**src/rtl/dma_xfer_pkg.sv**
```systemverilog
package dma_xfer_pkg;
  typedef enum logic [1:0] {
    ST_IDLE = 2'd0,
    ST_XFER = 2'd1,
    ST_HALT = 2'd2
  } xfer_state_e;

  localparam int unsigned IRQ_DONE = 0;
  localparam int unsigned IRQ_ERR  = 1;
  localparam int unsigned IRQ_N    = 2;
endpackage

```
**src/rtl/dma_addr_gen.sv**
```systemverilog
module dma_addr_gen #(
  parameter int unsigned ADDR_W     = 32,
  parameter int unsigned WORD_BYTES = 4
) (
  input  logic              clk_i,
  input  logic              rst_ni,
  input  logic              load_i,
  input  logic [ADDR_W-1:0] start_addr_i,
  input  logic [ADDR_W-1:0] wrap_addr_i,
  input  logic              adv_i,
  output logic [ADDR_W-1:0] addr_o
);
  localparam int unsigned LSB_W = $clog2(WORD_BYTES);

  logic [ADDR_W-1:0] base_q, wrap_q, addr_q, step_addr, start_al, wrap_al;

  assign start_al  = {start_addr_i[ADDR_W-1:LSB_W], {LSB_W{1'b0}}};
  assign wrap_al   = {wrap_addr_i[ADDR_W-1:LSB_W], {LSB_W{1'b0}}};
  assign step_addr = addr_q + ADDR_W'(WORD_BYTES);

  always_ff @(posedge clk_i or negedge rst_ni) begin
    if (!rst_ni) begin
      base_q <= '0;
      wrap_q <= '0;
      addr_q <= '0;
    end else if (load_i) begin
      base_q <= start_al;
      wrap_q <= wrap_al;
      addr_q <= start_al;
    end else if (adv_i) begin
      addr_q <= (step_addr == wrap_q) ? base_q : step_addr;
    end
  end

  assign addr_o = addr_q;

  // word alignment is kept for the whole transfer
  assert_align_R2: assert property (@(posedge clk_i) disable iff (!rst_ni)
    addr_q[LSB_W-1:0] == '0);
endmodule

```
**src/rtl/dma_byte_cnt.sv**
```systemverilog
module dma_byte_cnt #(
  parameter int unsigned CNT_W      = 12,
  parameter int unsigned WORD_BYTES = 4
) (
  input  logic             clk_i,
  input  logic             rst_ni,
  input  logic             load_i,
  input  logic [CNT_W-1:0] count_i,
  input  logic             dec_i,
  output logic             load_zero_o,
  output logic             last_o,
  output logic             rem_zero_o
);
  logic [CNT_W-1:0] rem_q;

  always_ff @(posedge clk_i or negedge rst_ni) begin
    if (!rst_ni)     rem_q <= '0;
    else if (load_i) rem_q <= count_i;
    else if (dec_i)  rem_q <= last_o ? '0 : rem_q - CNT_W'(WORD_BYTES);
  end

  assign load_zero_o = (count_i == '0);
  // a partial last word still takes one beat
  assign last_o      = (rem_q <= CNT_W'(WORD_BYTES));
  assign rem_zero_o  = (rem_q == '0);
endmodule

```
**src/rtl/dma_irq_flag.sv**
```systemverilog
module dma_irq_flag (
  input  logic clk_i,
  input  logic rst_ni,
  input  logic set_i,
  input  logic clr_i,
  output logic flag_o
);
  logic flag_q;

  always_ff @(posedge clk_i or negedge rst_ni) begin
    if (!rst_ni)    flag_q <= 1'b0;
    else if (set_i) flag_q <= 1'b1;
    else if (clr_i) flag_q <= 1'b0;
  end

  assign flag_o = flag_q;

  assert_set_wins_R5: assert property (@(posedge clk_i) disable iff (!rst_ni)
    set_i |=> flag_o);
endmodule

```
**src/rtl/dma_xfer_master.sv**
```systemverilog
module dma_xfer_master
  import dma_xfer_pkg::*;
#(
  parameter int unsigned ADDR_W     = 32,
  parameter int unsigned CNT_W      = 12,
  parameter int unsigned WORD_BYTES = 4
) (
  input  logic              clk_i,
  input  logic              rst_ni,
  input  logic              start_i,
  input  logic [CNT_W-1:0]  count_i,
  input  logic [ADDR_W-1:0] start_addr_i,
  input  logic [ADDR_W-1:0] wrap_addr_i,
  input  logic              dir_i,
  input  logic              chain_i,
  output logic              bus_req_o,
  output logic              bus_write_o,
  output logic [ADDR_W-1:0] bus_addr_o,
  input  logic              bus_ready_i,
  input  logic              bus_err_i,
  output logic              done_irq_o,
  input  logic              done_clr_i,
  output logic              err_irq_o,
  input  logic              err_clr_i,
  output logic              desc_req_o,
  output logic              busy_o
);
  xfer_state_e st_q, st_d;
  logic dir_q, chain_q, desc_q;
  logic launch, accept, err_hit, finish, chain_eff;
  logic load_zero, last_beat, rem_zero;
  logic [IRQ_N-1:0] irq_set, irq_clr, irq_q;

  assign launch    = (st_q == ST_IDLE) && start_i;
  assign accept    = (st_q == ST_XFER) && bus_ready_i && !bus_err_i;
  assign err_hit   = (st_q == ST_XFER) && bus_err_i;
  assign finish    = (launch && load_zero) || (accept && last_beat);
  assign chain_eff = launch ? chain_i : chain_q;

  always_comb begin
    st_d = st_q;
    unique case (st_q)
      ST_IDLE: if (launch && !load_zero) st_d = ST_XFER;
      ST_XFER: begin
        if (err_hit)                st_d = ST_HALT;
        else if (accept && last_beat) st_d = ST_IDLE;
      end
      ST_HALT: if (err_clr_i) st_d = ST_XFER;
      default: st_d = ST_IDLE;
    endcase
  end

  always_ff @(posedge clk_i or negedge rst_ni) begin
    if (!rst_ni) begin
      st_q    <= ST_IDLE;
      dir_q   <= 1'b0;
      chain_q <= 1'b0;
      desc_q  <= 1'b0;
    end else begin
      st_q   <= st_d;
      desc_q <= finish && chain_eff;
      if (launch) begin
        dir_q   <= dir_i;
        chain_q <= chain_i;
      end
    end
  end

  dma_addr_gen #(
    .ADDR_W    (ADDR_W),
    .WORD_BYTES(WORD_BYTES)
  ) u_addr (
    .clk_i       (clk_i),
    .rst_ni      (rst_ni),
    .load_i      (launch),
    .start_addr_i(start_addr_i),
    .wrap_addr_i (wrap_addr_i),
    .adv_i       (accept),
    .addr_o      (bus_addr_o)
  );

  dma_byte_cnt #(
    .CNT_W     (CNT_W),
    .WORD_BYTES(WORD_BYTES)
  ) u_cnt (
    .clk_i      (clk_i),
    .rst_ni     (rst_ni),
    .load_i     (launch),
    .count_i    (count_i),
    .dec_i      (accept),
    .load_zero_o(load_zero),
    .last_o     (last_beat),
    .rem_zero_o (rem_zero)
  );

  assign irq_set[IRQ_DONE] = finish && !chain_eff;
  assign irq_clr[IRQ_DONE] = done_clr_i;
  assign irq_set[IRQ_ERR]  = err_hit;
  assign irq_clr[IRQ_ERR]  = err_clr_i;

  for (genvar g = 0; g < IRQ_N; g++) begin : g_irq
    dma_irq_flag u_flag (
      .clk_i (clk_i),
      .rst_ni(rst_ni),
      .set_i (irq_set[g]),
      .clr_i (irq_clr[g]),
      .flag_o(irq_q[g])
    );
  end

  assign bus_req_o   = (st_q == ST_XFER);
  assign bus_write_o = dir_q;
  assign done_irq_o  = irq_q[IRQ_DONE];
  assign err_irq_o   = irq_q[IRQ_ERR];
  assign desc_req_o  = desc_q;
  assign busy_o      = (st_q != ST_IDLE);

  assert_req_hold_R10: assert property (@(posedge clk_i) disable iff (!rst_ni)
    bus_req_o && !bus_ready_i && !bus_err_i |=>
      bus_req_o && $stable(bus_addr_o) && $stable(bus_write_o));

  assert_err_freeze_R7: assert property (@(posedge clk_i) disable iff (!rst_ni)
    bus_req_o && bus_err_i |=> !bus_req_o && err_irq_o && $stable(bus_addr_o));

  assert_replay_R8: assert property (@(posedge clk_i) disable iff (!rst_ni)
    (st_q == ST_HALT) && err_clr_i |=>
      bus_req_o && !err_irq_o && $stable(bus_addr_o) && $stable(bus_write_o));

  assert_no_empty_xfer_R4: assert property (@(posedge clk_i) disable iff (!rst_ni)
    (st_q == ST_XFER) |-> !rem_zero);

  assert_busy_start_R9: assert property (@(posedge clk_i) disable iff (!rst_ni)
    busy_o && start_i && !bus_req_o |=> !bus_req_o || $past(err_clr_i));
endmodule

```
**config.mk**
```make
export PLATFORM = sky130hd
export DESIGN_NAME = dma_xfer_master
export DESIGN_NICKNAME = d
export VERILOG_FILES = /design/src/rtl/dma_xfer_pkg.sv /design/src/rtl/dma_addr_gen.sv /design/src/rtl/dma_byte_cnt.sv /design/src/rtl/dma_irq_flag.sv /design/src/rtl/dma_xfer_master.sv
export SDC_FILE = /design/constraint.sdc
export NUM_CORES = 1
export LEC_CHECK = 0
export ABC_AREA = 1
export ABC_CLOCK_PERIOD_IN_PS = 3100
export BUFFER_PORTS_ARGS = -buffer_cell sky130_fd_sc_hd__buf_2
export CAP_MARGIN = 10
export CORE_ASPECT_RATIO = 1.4
export CORE_UTILIZATION = 25
export DETAILED_ROUTE_END_ITERATION = 10
export HOLD_SLACK_MARGIN = 0.02
export SLEW_MARGIN = 20
export SYNTH_ARGS = -nofsm -noshare
export SYNTH_HDL_FRONTEND = slang
export SYNTH_SLANG_ARGS = --single-unit
```
**constraint.sdc**
```tcl
create_clock -name clk_i -period 3.1 [get_ports clk_i]
set_input_delay 0.775 -clock clk_i [delete_from_list [all_inputs] [get_ports clk_i]]
set_output_delay 0.775 -clock clk_i [all_outputs]
set_load 0.02 [all_outputs]
```
# Yosys cells after proc, flatten, opt, wreduce, memory -nomap -nowiden
# Index checks and enable logic that the tools add are counted.
[classes] addsub=2 n_mul=0 div=0 magnitude_cmp=1 eq_ne=6 shifts=0 mux=16 n_bitwise=0 reduce_logical=20
[op_table] operator="two-way mux 32 bit" count=3
[op_table] operator="two-way mux 12 bit" count=3
[op_table] operator="adder 32 x 3 -> 32 bit, second input constant" count=1
[op_table] operator="== test 32 bit" count=1
[op_table] operator="<= comparator 12 x 3 -> 1 bit, second input constant" count=1
[op_table] operator="logical NOT 12 bit" count=1
[op_table] operator="subtractor 12 x 3 -> 12 bit, second input constant" count=1
[op_table] operator="logical AND 1 bit" count=9
[op_table] operator="two-way mux 2 bit" count=4
[op_table] operator="nonzero test 2 bit" count=4
[op_table] operator="one-hot mux 2 bit (3 select lines)" count=1
[op_table] operator="two-way mux 1 bit" count=5
[op_table] operator="logical NOT 1 bit" count=3
[op_table] operator="inequality test 3 x 1 -> 1 bit, second input constant" count=1
[op_table] operator="AND reduction 3 bit" count=1
[op_table] operator="== test 2 x 1 -> 1 bit, second input constant" count=1
[op_table] operator="== test 2 bit, second input constant" count=1
[op_table] operator="logical NOT 2 bit" count=1
[op_table] operator="inequality test 2 x 1 -> 1 bit, second input constant" count=1
[op_table] operator="inequality test 2 bit, second input constant" count=1
[op_table] operator="logical OR 1 bit" count=1
[word_totals] ff_bits=111 latch_bits=0 ramBits=0 mem_bits_ro=0 inputBits=85 out_inout_bits=38 memories=0

# Depth between registers and ports, before layout
[logic_depth] ltp_word=7 mapped_depth=18 ltp_nobuf=17

# Cells and area by module
# Synthesis repeated with hierarchy kept, for this count alone.
[unflattened] hier_cells=934 area_unflattened_um2=6540.0
[modules_own_cells] module="dma_addr_gen" instances=1 cells_per_inst=779 area_each_um2=5291.3 seq_area_each_um2=2252.2
[modules_own_cells] module="dma_byte_cnt" instances=1 cells_per_inst=105 area_each_um2=858.3 seq_area_each_um2=300.3
[modules_own_cells] module="dma_xfer_master" instances=1 cells_per_inst=40 area_each_um2=310.3 seq_area_each_um2=125.1
[modules_own_cells] module="dma_irq_flag" instances=2 cells_per_inst=5 area_each_um2=40.0 seq_area_each_um2=25.0

# Least setup slack after synthesis
# OpenSTA, ideal clock, no wires.
[synth_path] kind="register to register" from="register u_addr.addr_q[2], in the netlist u_addr.addr_o[2]" to="register u_addr.addr_q[11], in the netlist u_addr.addr_o[11]" arrival_time_ns=2.295 required_time_ns=2.978 setup_slack_ns=0.683 stages_incl_launch_ff=14 cell_sequence="dfrtp_1 ha_1 nand2_2 nor2_2 nand2_2 nor2_2 nand3_1 nand3_1 nand4_1 nor2_1 clkbuf_1 nand4_1 nand3_1 a21oi_1"
[synth_between] elab_chain_len=5
[synth_lines] element="from (decl)" line_no="dma_addr_gen.sv:15" source="logic [ADDR_W-1:0] base_q, wrap_q, addr_q, step_addr, start_al, wrap_al;"
[synth_lines] element="from (signal assigned)" line_no="dma_addr_gen.sv:29" source="addr_q <= start_al;"
[synth_lines] element="from (signal assigned)" line_no="dma_addr_gen.sv:31" source="addr_q <= (step_addr == wrap_q) ? base_q : step_addr;"
[synth_lines] element="adder 32 x 3 -> 32 bit (*)" line_no="dma_addr_gen.sv:19" source="assign step_addr = addr_q + ADDR_W'(WORD_BYTES);"
[synth_lines] element="== test 32 bit" line_no="dma_addr_gen.sv:31"
[synth_lines] element="two-way mux 32 bit (*)" line_no="dma_addr_gen.sv:31"
[synth_lines] element="two-way mux 32 bit (*)" line_no="dma_addr_gen.sv:30" source="end else if (adv_i) begin"
[synth_lines] element="two-way mux 32 bit (*)" line_no="dma_addr_gen.sv:26" source="end else if (load_i) begin"
# Mark *: on every way between the ends. The rest lies on a longest branch, timed or not. The select of a mux whose other input is x is not followed.
# A chain may end at the register's enable or synchronous reset.

# Worst setup path in the final report
[layout_path] from="register u_addr.addr_q[3], in the netlist u_addr.addr_o[3]" to="register u_addr.addr_q[23], in the netlist u_addr.addr_o[23]"
# The elaborated chain is that of the path after synthesis.

==> flow_metrics.env <==
export IMPL_outcome="completed"
export IMPL_hold_buffers=0
export IMPL_hold_viol=0
export IMPL_r2r_setup_slack_ns=0.30
export IMPL_path_cells="ha_1, nand3_1, nor2_4, nand2_1, o21ai_1, nand2_1, nand2_1, nand2_1, nor2_1, nand2_1, nor2_4, buf_4, nand4_1, nand3_1, a21oi_1"
export IMPL_firstDrtPassIters=5
export IMPL_grt_max_degree=79
export IMPL_max_cap_violations=0
export IMPL_io_buffer_count=116
export IMPL_cts_sinks=109
export IMPL_first_iter_violations=367
export IMPL_skew_ns=0.00926
export IMPL_vias=6725
export IMPL_p_leak_nw=4.00
export IMPL_startpoint_type="register"
export IMPL_cts_root_buf="clkbuf_16"
export IMPL_synth_top_family_by_area="simple AND/OR/NAND/NOR gates"
export IMPL_wirelength_mm=22.5
export IMPL_slew_headroom=0.356
export IMPL_synthSimpleGateAreaFrac=0.384
export IMPL_fp_dieH_um=196
export IMPL_synth_compound_area_frac=0.106
export IMPL_antenna_found_initial=1
export IMPL_setup_violations=0
export IMPL_path_buf_inv=1
export IMPL_grt_overflow_total=0
export IMPL_synth_area_per_cell_um2=6.75
export IMPL_place_congestion=0.902
export IMPL_synthAdderAreaFrac=0.00560
export IMPL_period_share=0.904
export IMPL_coreArea_um2=26200
export IMPL_place_area_um2=7640
export IMPL_first_global_vias=6507
export IMPL_cp_max_fo=30
export IMPL_grt_pass1_wl_mm=34.9
export IMPL_syn_inst=992
export IMPL_dp_hpwl_mm=17.1
export IMPL_layout_commonest_cell="nand2_1"
export IMPL_path_common_cell="nand2_1"
export IMPL_fin_area_um2=7970
export IMPL_critPathKind="register to register"
export IMPL_total_power_mw=8.02
export IMPL_via_per_inst=4.73
export IMPL_initial_core_util=0.256
export IMPL_wl_per_cell_um=15.9
export IMPL_rows=70
export IMPL_num_nets_final=1180
export IMPL_r2r_end="u_addr.addr_o[23]$_DFFE_PN0P_"
export IMPL_ant_nets=0
export IMPL_yosysTopAreaCell="dfrtp_1"
export IMPL_drc=0
export IMPL_ys_types=37
export IMPL_drive_gt1_frac=0.164
export IMPL_maxSlewViolCount=0
export IMPL_synth_edf_count=0
export IMPL_peakVddDrop_mv=0.329
export IMPL_grt_use_total=0.167
export IMPL_crit_family="simple AND/OR/NAND/NOR gates"
export IMPL_worstMarginPinSlew_ns=0.965
export IMPL_ys_ff_latch=109
export IMPL_syn_to_final_growth_pct=18.9
export IMPL_synth_top_cell_area_share=0.407
export IMPL_pin_count=123
export IMPL_path_clk_slew_ns=0.08
export IMPL_cpPeakStageDelay_ns=0.41
export IMPL_worstPathArrival_ns=3.05
export IMPL_clockBufferDepth=2
export IMPL_syn_cell_area_um2=6700
export IMPL_synth_mux_area_fraction=0
export IMPL_synth_ff_type="dfrtp_1"
export IMPL_htree_levels=3
export IMPL_final_min_clock_period_ns=2.80
export IMPL_synth_warnings=0
export IMPL_async_flop_share=1.00
export IMPL_ff2ff_path_depth=15
export IMPL_power_density_nw_per_um2=1010
export IMPL_ys_seq_area_frac=0.407
export IMPL_crit_path_end_kind="register"
export IMPL_die_area_um2=27500
export IMPL_cts_buffers=9
export IMPL_required_ns=3.35
export IMPL_cp_slowest_cell="dfrtp_1"
export IMPL_rr_startpoint="u_addr.addr_o[3]$_DFFE_PN0P_"
export IMPL_path_depth=15
export IMPL_tritoncts="done"
export IMPL_num_antenna_cells=0
export IMPL_max_freq_mhz=357
export IMPL_clock_latency_ns=0.37
export IMPL_holdCritPathClass="primary input to asynchronous set/reset pin"
export IMPL_mostFrequentLayoutCells="nand2_1 (338), buf_2 (115), dfrtp_1 (106)"
export IMPL_die_w_um=140
export IMPL_synthTopCellsByArea="dfrtp_1 (41%), nand2_1 (19%), nand3_1 (6.1%)"
export IMPL_synth_xor_area_share=0.00784
flip-flops by register name, indices dropped and copies added, names as in the netlist:
register,flops
desc_req_o,1
u_cnt.rem_q,12
u_addr.addr_o,30
bus_write_o,1
g_irq.u_flag.flag_o,2
st_q,2
chain_q,1
u_addr.wrap_q,30
u_addr.base_q,30
synthesized netlist by cell type (3+ instances only):
library cell / count
nand2_1: 339
dfrtp_1: 109
inv_1: 101
nor2_1: 91
nand3_1: 82
a21oi_1: 65
o21ai_0: 51
nand4_1: 34
clkbuf_1: 28
nand3b_1: 15
buf_2: 8
nor2_2: 7
nand2_2: 6
nor2_4: 6
xor2_1: 5
nor4_1: 4
buf_6: 3
ha_1: 3
inv_2: 3
nor3_1: 3
o211ai_1: 3
o221ai_1: 3
o31ai_1: 3
how the worst max path moves through the flow:
stage	slack (ns)	from	end
2_1_floorplan	0.68	u_addr.addr_o[2]$_DFFE_PN0P_	u_addr.addr_o[11]$_DFFE_PN0P_
3_3_place_gp	0.24	bus_err_i	u_addr.addr_o[3]$_DFFE_PN0P_
3_5_place_dp	0.24	u_addr.addr_o[3]$_DFFE_PN0P_	u_addr.addr_o[8]$_DFFE_PN0P_
4_1_cts	0.22	u_addr.addr_o[3]$_DFFE_PN0P_	u_addr.addr_o[8]$_DFFE_PN0P_
5_1_grt	-0.005	u_addr.addr_o[3]$_DFFE_PN0P_	u_addr.addr_o[15]$_DFFE_PN0P_
6_report	0.30	u_addr.addr_o[3]$_DFFE_PN0P_	u_addr.addr_o[23]$_DFFE_PN0P_
power by group:
| part | leakage [nW] | total (mW) | internal, mW | switching [mW] |
|---|---|---|---|---|
| registers | 1.29 | 2.78 | 2.10 | 0.676 |
| logic | 2.56 | 4.02 | 1.33 | 2.68 |
| clock network | 0.153 | 1.23 | 0.656 | 0.575 |
layer usage:
metal | GRT usage | vias to the layer above | part of all wire
li1 | - | 3383 | -
met3 | 0.0327 | 48 | 0.045
met4 | 0.0908 | 2 | 0.043
met1 | 0.180 | 3140 | 0.39
met5 | 0 | - | 0.00044
met2 | 0.306 | 152 | 0.52
layout make-up:
cell class / count / area, um2
clock buffer: 10 / 239
clock inverter: 6 / 70.1
fill: 2868 / 18200
inverter: 104 / 393
multi-input combinational: 737 / 3400
sequential: 109 / 2730
tap: 324 / 405
timing repair buffer: 131 / 724
what timing repair did:
action	4_1_cts	5_1_grt
setup endpoints to repair	0	14
buffers inserted	0	0
resized for setup	0	7
cell families after synthesis:
group,after synthesis
simple gates,592
fa+ha+maj,3
flops,109
other cells,1
buf+inv,147
compound gates,134
xor+xnor,6
stage by stage:
step                hold WS, ns  instances  setup slack [ns]  setup TNS, ns  utilization
floorplan                 0.452        993             0.683              0            -
global placement          0.460       1405             0.243              0        0.292
detailed placement        0.470       1405             0.236              0        0.292
CTS                       0.370       1421             0.221              0        0.303
global route              0.372       1421          -0.00534       -0.00928        0.304
finish                    0.352       1421             0.298              0        0.304
Note: power is estimated with default switching activity, not from simulation.
